===== config.mk =====
export PLATFORM = sky130hd
export DESIGN_NAME = wdt_loopguard
export DESIGN_NICKNAME = d
export VERILOG_FILES = /design/src/rtl/wdt_pkg.sv /design/src/rtl/wdt_rst_sync.sv /design/src/rtl/wdt_prescaler.sv /design/src/rtl/wdt_ctrl.sv /design/src/rtl/wdt_interval.sv /design/src/rtl/wdt_loopguard.sv
export SDC_FILE = /design/constraint.sdc
export NUM_CORES = 1
export LEC_CHECK = 0
export CAP_MARGIN = 40
export CORE_MARGIN = 5
export CORE_UTILIZATION = 48
export CTS_BUF_LIST = sky130_fd_sc_hd__clkbuf_4 sky130_fd_sc_hd__clkbuf_8 sky130_fd_sc_hd__clkbuf_16
export DETAILED_ROUTE_END_ITERATION = 8
export GPL_TIMING_DRIVEN = 0
export PLACE_DENSITY = 0.74
export RECOVER_POWER = 25
export SYNTH_ARGS = -nofsm -noshare
export SYNTH_HDL_FRONTEND = slang
export SYNTH_SLANG_ARGS = --single-unit

===== constraint.sdc =====
create_clock -name clk -period 0.8 [get_ports clk]
set_clock_uncertainty 0.15 [all_clocks]
set_input_delay 0.08 -clock clk [delete_from_list [all_inputs] [get_ports clk]]
set_output_delay 0.08 -clock clk [all_outputs]
set_load 0.03 [all_outputs]

===== src/rtl/wdt_pkg.sv =====
package wdt_pkg;
  localparam int DATA_W      = 8;
  localparam int RUN_BIT     = 7;
  localparam int EN_BIT      = 4;
  localparam int ROUTE_BIT   = 3;
  localparam logic SEL_MODE  = 1'b0;
  localparam logic SEL_IVAL  = 1'b1;

  typedef struct packed {
    logic en;
    logic nmi;
  } wdt_mode_t;
endpackage


===== src/rtl/wdt_rst_sync.sv =====
module wdt_rst_sync (
  input  logic clk,
  input  logic rst_n,
  output logic rst_sync_n
);
  logic s0_q, s1_q;

  always_ff @(posedge clk or negedge rst_n) begin
    if (!rst_n) begin
      s0_q <= 1'b0;
      s1_q <= 1'b0;
    end else begin
      s0_q <= 1'b1;
      s1_q <= s0_q;
    end
  end

  assign rst_sync_n = s1_q;
endmodule


===== src/rtl/wdt_prescaler.sv =====
module wdt_prescaler #(
  parameter int PRE_LOG = 8
) (
  input  logic clk,
  input  logic rst_n,
  input  logic cnt_en,
  output logic tick_o
);
  logic [PRE_LOG-1:0] pre_q, pre_d;

  always_comb begin
    pre_d = pre_q;
    if (cnt_en) pre_d = pre_q + 1'b1;
  end

  always_ff @(posedge clk or negedge rst_n) begin
    if (!rst_n) pre_q <= '0;
    else        pre_q <= pre_d;
  end

  assign tick_o = cnt_en & (&pre_q);

  AST_PRE_FROZEN: assert property (@(posedge clk) disable iff (!rst_n)
    !cnt_en |=> $stable(pre_q));
endmodule


===== src/rtl/wdt_ctrl.sv =====
module wdt_ctrl #(
  parameter int CODE_W = 2
) (
  input  logic                       clk,
  input  logic                       rst_n,
  input  logic                       wr_en,
  input  logic                       wr_sel,
  input  logic [wdt_pkg::DATA_W-1:0] wr_data,
  output wdt_pkg::wdt_mode_t         mode_o,
  output logic [CODE_W-1:0]          code_o,
  output logic                       started_o,
  output logic                       restart_o
);
  import wdt_pkg::*;

  wdt_mode_t         mode_q, mode_d;
  logic [CODE_W-1:0] code_q, code_d;
  logic              started_q, started_d;
  logic              mode_wr, ival_wr;
  logic              unused_bits;

  assign mode_wr = wr_en & (wr_sel == SEL_MODE);
  assign ival_wr = wr_en & (wr_sel == SEL_IVAL);
  assign unused_bits = ^{wr_data[DATA_W-1:CODE_W+1], wr_data[0]};

  always_comb begin
    mode_d    = mode_q;
    code_d    = code_q;
    started_d = started_q;
    if (!started_q) begin
      if (mode_wr) begin
        mode_d.en  = wr_data[EN_BIT];
        mode_d.nmi = wr_data[ROUTE_BIT];
        if (wr_data[RUN_BIT]) started_d = 1'b1;
      end
      if (ival_wr) code_d = wr_data[CODE_W:1];
    end
  end

  always_ff @(posedge clk or negedge rst_n) begin
    if (!rst_n) begin
      mode_q    <= '0;
      code_q    <= '0;
      started_q <= 1'b0;
    end else begin
      mode_q    <= mode_d;
      code_q    <= code_d;
      started_q <= started_d;
    end
  end

  assign mode_o    = mode_q;
  assign code_o    = code_q;
  assign started_o = started_q;
  assign restart_o = mode_wr & wr_data[RUN_BIT];

  AST_LOCK_STICKY: assert property (@(posedge clk) disable iff (!rst_n)
    started_q |=> started_q);
  AST_LOCK_CFG: assert property (@(posedge clk) disable iff (!rst_n)
    started_q |=> ($stable(code_q) && $stable(mode_q)));
endmodule


===== src/rtl/wdt_interval.sv =====
module wdt_interval #(
  parameter int MIN_LOG  = 11,
  parameter int STEP_LOG = 2,
  parameter int PRE_LOG  = 8,
  parameter int CODE_W   = 2
) (
  input  logic              clk,
  input  logic              rst_n,
  input  logic              run_i,
  input  logic              restart_i,
  input  logic              tick_i,
  input  logic [CODE_W-1:0] code_i,
  output logic              fire_o
);
  localparam int NCODES = 1 << CODE_W;
  localparam int BASE   = MIN_LOG - PRE_LOG;
  localparam int CNT_W  = BASE + STEP_LOG * (NCODES - 1);

  logic [CNT_W-1:0] tc_tab [NCODES];
  logic [CNT_W-1:0] wd_q, wd_d;
  logic             fire_q, fire_d;
  logic             at_tc, step;

  generate
    for (genvar g = 0; g < NCODES; g++) begin : g_tc
      localparam int SH = BASE + STEP_LOG * g;
      assign tc_tab[g] = CNT_W'((64'd1 << SH) - 64'd1);
    end
  endgenerate

  assign at_tc = (wd_q == tc_tab[code_i]);
  assign step  = run_i & tick_i & ~restart_i;

  always_comb begin
    wd_d   = wd_q;
    fire_d = 1'b0;
    if (restart_i) begin
      wd_d = '0;
    end else if (step) begin
      if (at_tc) begin
        wd_d   = '0;
        fire_d = 1'b1;
      end else begin
        wd_d = wd_q + 1'b1;
      end
    end
  end

  always_ff @(posedge clk or negedge rst_n) begin
    if (!rst_n) begin
      wd_q   <= '0;
      fire_q <= 1'b0;
    end else begin
      wd_q   <= wd_d;
      fire_q <= fire_d;
    end
  end

  assign fire_o = fire_q;

  AST_RESTART_CLEARS: assert property (@(posedge clk) disable iff (!rst_n)
    restart_i |=> (wd_q == '0));
  AST_COUNT_FROZEN: assert property (@(posedge clk) disable iff (!rst_n)
    (!tick_i && !restart_i) |=> $stable(wd_q));
  AST_ONE_CYCLE_REQ: assert property (@(posedge clk) disable iff (!rst_n)
    fire_q |=> !fire_q);
  AST_FIRE_NEEDS_RUN: assert property (@(posedge clk) disable iff (!rst_n)
    fire_q |-> $past(run_i));
endmodule


===== src/rtl/wdt_loopguard.sv =====
module wdt_loopguard #(
  parameter int MIN_LOG  = 11,
  parameter int STEP_LOG = 2,
  parameter int PRE_LOG  = 8,
  parameter int CODE_W   = 2
) (
  input  logic       clk,
  input  logic       rst_n,
  input  logic       wr_en,
  input  logic       wr_sel,
  input  logic [7:0] wr_data,
  input  logic       halt_i,
  input  logic       stop_i,
  input  logic       sub_clk_i,
  output logic       sys_rst_req_o,
  output logic       nmi_req_o
);
  import wdt_pkg::*;

  logic              rst_s_n;
  logic              cnt_en, tick, started, restart, fire, run;
  logic              unused_halt;
  wdt_mode_t         mode;
  logic [CODE_W-1:0] code;

  assign cnt_en      = ~stop_i & ~sub_clk_i;
  assign unused_halt = halt_i;
  assign run         = started & mode.en;

  wdt_rst_sync u_rst (
    .clk        (clk),
    .rst_n      (rst_n),
    .rst_sync_n (rst_s_n)
  );

  wdt_prescaler #(.PRE_LOG(PRE_LOG)) u_pre (
    .clk    (clk),
    .rst_n  (rst_s_n),
    .cnt_en (cnt_en),
    .tick_o (tick)
  );

  wdt_ctrl #(.CODE_W(CODE_W)) u_ctrl (
    .clk       (clk),
    .rst_n     (rst_s_n),
    .wr_en     (wr_en),
    .wr_sel    (wr_sel),
    .wr_data   (wr_data),
    .mode_o    (mode),
    .code_o    (code),
    .started_o (started),
    .restart_o (restart)
  );

  wdt_interval #(
    .MIN_LOG  (MIN_LOG),
    .STEP_LOG (STEP_LOG),
    .PRE_LOG  (PRE_LOG),
    .CODE_W   (CODE_W)
  ) u_ival (
    .clk       (clk),
    .rst_n     (rst_s_n),
    .run_i     (run),
    .restart_i (restart),
    .tick_i    (tick),
    .code_i    (code),
    .fire_o    (fire)
  );

  assign sys_rst_req_o = fire & ~mode.nmi;
  assign nmi_req_o     = fire &  mode.nmi;

  AST_IDLE_QUIET: assert property (@(posedge clk) disable iff (!rst_s_n)
    !started |-> !(sys_rst_req_o || nmi_req_o));
endmodule


## Word level (Yosys, flattened, before mapping)

Cells that the tools add are included.

- Add/subtract/negate cells: 2
- Magnitude comparators: 1
- Equality and inequality tests: 1
- Muxes and demuxes: 12
- Bitwise logic cells: 17
- Reductions and logical operators: 4

Operators with widths:

| cell | number |
|---|---|
| $mux 9 | 5 |
| $bmux 9 s2 | 1 |
| $and 1x1->1 | 10 |
| $add 9x1->9 const B | 1 |
| $eq 9x9->1 | 1 |
| $add 8x1->8 const B | 1 |
| $reduce_and 8->1 | 1 |
| $mux 1 | 6 |
| $not 1->1 | 6 |
| $reduce_and 2->1 | 2 |
| $ge 3x3->1 const B | 1 |
| $not 2->3 | 1 |
| $reduce_bool 2->1 | 1 |

- Flip-flop bits (word level): 25
- Logic and storage cells: 46

## Logic depth before layout (Yosys ltp)

- Depth after elaboration: 8
- Mapped depth: 7

## Cells and area by module

A second synthesis with hierarchy kept.

- Cell total of the unflattened synthesis: 121
- Area total of the unflattened synthesis: 1255.0 µm²

By module, submodules not included:

| module | instances | cells an instance | area each (µm²) | seq. area each (µm²) |
|---|---|---|---|---|
| wdt_interval | 1 | 71 | 610.6 | 250.2 |
| wdt_prescaler | 1 | 30 | 359.1 | 200.2 |
| wdt_ctrl | 1 | 13 | 205.2 | 125.1 |
| wdt_rst_sync | 1 | 3 | 53.8 | 50.0 |
| wdt_loopguard | 1 | 4 | 26.3 | 0.0 |

## Worst setup path after synthesis

Ideal clock, no wire load.

- Path type: register to register
- Start: reg u_pre.pre_q[0]
- End: reg u_ival.wd_q[5]
- Arrival: 1.962 ns
- Path slack: -1.386 ns
- Stages on the path, launching flop included: 8
- Path buffers: 1
- Clock period less this slack: 2.186 ns
- Cell sequence: dfrtp_1 > ha_1 > or3b_4 > or4_4 > buf_6 > nor4_4 > o21ai_2 > a21oi_2

- Cells in the longest elaborated chain, start to end: 5

RTL lines:

| item | line | RTL |
|---|---|---|
| start, declared | wdt_prescaler.sv:9 | `logic [PRE_LOG-1:0] pre_q, pre_d;` |
| start signal, assigned | wdt_prescaler.sv:18 | `else pre_q <= pre_d;` |
| $reduce_and 8->1 | wdt_prescaler.sv:21 | `assign tick_o = cnt_en & (&pre_q);` |
| $and 1x1->1 | wdt_prescaler.sv:21 |  |
| $and 1x1->1 (2 in series) | wdt_interval.sv:32 | `assign step = run_i & tick_i & ~restart_i;` |
| $reduce_bool 2->1 (no source line) | n/a |  |
| end signal, assigned | wdt_interval.sv:54 | `wd_q <= wd_d;` |
| end, declared | wdt_interval.sv:20 | `logic [CNT_W-1:0] wd_q, wd_d;` |

Every way passes these cells.
A chain may end at the register's enable or synchronous reset.

## Worst setup path after layout

- Start: reg u_pre.pre_q[1]
- End: reg u_ival.wd_q[5]

Same word-level chain as after synthesis.

==> impl_metrics.toml <==
[worst_setup_path]
path_buf_inv = 0
critical_path.cell_chain = "ha_1 > or3b_4 > or4_4 > nor4_4 > o21ai_2 > a21oi_2"
critical_path.top_delay_family = "simple AND/OR/NAND/NOR gates"
crit_path_end_kind = "flop"
crit_fanout = 8
slowest_stage = "or4_4"
path_class = "reg -> reg"
start_kind = "flop"
slowest_delay_ps = 520
critical_path_required_ps = 900
critPathArrivalTime_ps = 2170

[synthesis]
synth_fp_nets = 133
synthTopCellsByArea = "dfrtp_1 (50%), xor2_1 (4.9%), nand2_1 (4.5%)"
yosysUniqueCellTypes = 40
synthSimpleGateAreaFrac_pct = 26.1
synth_top_area_share_pct = 50.0
synth.area.mux_share_pct = 5.29
syn_area_per_cell_sq_um = 10.8
yosys_warnings = 0
ys_seq_area_share_pct = 50.0
synth_compound_area_share_pct = 7.89
synth_top_area_cell = "dfrtp_1"
synth_edf_count = 0
synth-xor-area-share_pct = 6.99
netlist_instances = 116
ys_ff_latch = 25
synthFlopType = "dfrtp_1"
async_reset_ff_share_pct = 100
synthAdderAreaFrac_pct = 2.00
synth_top_family_by_area = "simple AND/OR/NAND/NOR gates"
synth_area_sq_um = 1250

[power_and_ir_drop]
p_total_mw = 3.09
p_per_area_nw_per_um2 = 1870
p_int_mw = 2.19
leakage_nw = 0.713
clkPwrFrac_pct = 17.6
switching_share_pct = 29.1
vdd_drop_max_mv = 1.58
power.share.sequential_pct = 55.6
power_switching_mw = 0.900
combPwrFrac_pct = 26.8

[cells_and_area]
final_util_pct = 66.6
finalNonFillerCells = 175
seq_area_sq_um = 629
num_antenna_cells = 0
post-route-cell-area_sq_um = 1650
drive_above_1_share_pct = 32.4
nets = 163
multi_input_area_sq_um = 703
num-fill-cells = 207
area_growth_pct = 31.8

[global_route]
grt_antenna_before_repair = 0
grt_max_degree = 24
grt-ovfl-total = 0
grt_use_total_pct = 15.2
first_global_vias = 935
grt_pass1_wl_mm = 4.13

[die]
rows = 18
die_area_sq_um = 3730
initial_core_util_pct = 50.6
die_height_um = 61.1
die_w_um = 61.1
io_pins = 17
core_sq_um = 2480

[sta]
relSlewSlack_pct = 61.5
worst_slew_pin_slew_ps = 576
maxSlewViolCount = 0
setup_viol = 25
setup_slack_ps = -1270
min_period_ps = 2070
period_share_pct = 259
rsz0062_at_grt = "yes"
fmaxAchievable_mhz = 482
finalHoldViolCount = 0

[drt]
ant_nets = 0
wire_per_inst_um = 14.5
via_per_inst = 5.35
drc = 0
drt_iter0_drc = 34
vias = 936
first_pass_iters = 4
drt-total-wl_mm = 2.54

[placement]
dp_hpwl_mm = 1.64
dpl-instance-area_sq_um = 1450
port_buffers = 12
gp_congestion = 0.752
placed_cells = 158

[hold_path]
min_path_type = "reg -> async"

[outcome]
outcome = "finished with violations"
violations = "negative setup slack"

[clocking]
cts_tree = "yes"
cts.reportedPaths.clkPinSlew_ps = 130
cts_made_buffers = 3
htree_levels = 1
clock-sinks = 25
insertion_delay_ps = 310
cts_root_buffer = "clkbuf_4"
clockBufferDepth = 2

[job]
max_cap_violations = 0
==> final cells by class <==
class / instances / area share, %
multi-input combinational: 88 / 42.6
sequential: 25 / 38.1
timing repair buffer: 26 / 14.9
tap: 30 / 2.27
clock buffer: 3 / 1.36
clock inverter: 1 / 0.303
buffer: 1 / 0.227
inverter: 1 / 0.227
==> stage by stage <==
| step | hold WS, ps | setup TNS, ps | setup WS, ps |
|---|---|---|---|
| finish | 77.0 | -19920 | -1270 |
| global route | 109 | -21330 | -1360 |
| CTS | 117 | -19780 | -1320 |
| detailed placement | 105 | -21400 | -1370 |
| global placement | 98.7 | -20610 | -1320 |
| floorplan | -366 | -15270 | -1230 |
==> cells in the final DEF (no fill, tap or decap), types with 2 or more instances in the layout <==
master and count:
xor2_1 7, clkbuf_4 3, a21oi_1 3, nand2_1 15, nor4_4 2, or3_1 2, dfrtp_1 24, or2_4 2
buf_6 6, a21oi_2 2, nor3_2 2, nor2_1 7, xnor2_1 2, ha_1 2, nand3_1 7, and2_1 2
buf_4 9, clkdlybuf4s50_1 10, nand4_1 2, nand3_2 3, mux2_4 4
==> cells by family (layout without fill, tap and decap cells) <==
family,Yosys count,count (layout)
flops,25,25
fa+ha+maj,2,2
other cells,1,1
buf+inv,3,32
xor+xnor,10,10
simple gates,57,57
mux,6,6
compound gates,12,12
==> power groups by stage <==
stage	clock network [mW]	logic, mW	registers (mW)
after floorplan	0	0.363	1.67
after global placement	0	0.450	1.72
after detailed placement	0	0.473	1.74
after CTS	0.578	0.686	1.71
after global routing	0.625	0.904	1.77
final	0.546	0.828	1.72
==> synth_stat cells (all sizes together), types with 2 or more instances <==
cell    n
o21ai   2
nand2  15
dfrtp  25
nand4   2
nor2    9
and2    3
ha      2
mux2    5
or2     2
or3b    2
a21oi   5
xnor2   3
nor4    2
and4    2
xor2    7
or3     2
nand3  10
nor3    3
==> final timing paths <==
path | start | to | slack, ps | cells after the start
setup / recovery | u_pre.pre_q[1] | u_ival.wd_q[5] | -1270 | 6
hold / removal | u_rst.rst_sync_n | u_pre.pre_q[0] | 80 | 0
setup reg to reg | u_pre.pre_q[1] | u_ival.wd_q[5] | -1270 | 6
hold reg to reg | u_rst.rst_sync_n | u_pre.pre_q[0] | 80 | 0
max in group asynchronous | rst_n | u_rst.rst_sync_n | 70 | 2
min in group clk | u_rst.s0_q | u_rst.rst_sync_n | 220 | 0
==> worst register-to-register path: stages (launching register included) <==
cell	delay (ps)
dfrtp_1	390
ha_1	140
or3b_4	400
or4_4	520
nor4_4	180
o21ai_2	90
a21oi_2	140
==> metal layers <==
metal / GRT usage [%] / up-vias / share of wire, % / wire length (um)
li1: - / 464 / - / -
met1: 17.9 / 461 / 43 / 1100
met2: 27.2 / 7 / 54 / 1360
met3: 1.89 / 4 / 1.2 / 31
met4: 7.43 / 0 / 1.8 / 45
met5: 0 / - / 0 / 0
==> what timing repair did <==
action | 4_1_cts | 5_1_grt
gates cloned | 0 | 0
buffers inserted | 9 | 5
hold endpoints to repair | 2 | 0
resized for setup | 25 | 10
setup endpoints to repair | 25 | 48
hold buffers | 1 | 0
pin swaps | 6 | 6
==> sequential cells by signal (all words and copies together), names as in the netlist <==
| register | flops |
|---|---|
| u_rst.s0_q | 1 |
| u_ctrl.mode_o | 2 |
| u_ival.fire_o | 1 |
| u_ctrl.code_o | 2 |
| u_ival.wd_q | 9 |
| u_rst.rst_sync_n | 1 |
| u_pre.pre_q | 8 |
| u_ctrl.started_o | 1 |
(Power assumes the default switching activity.)
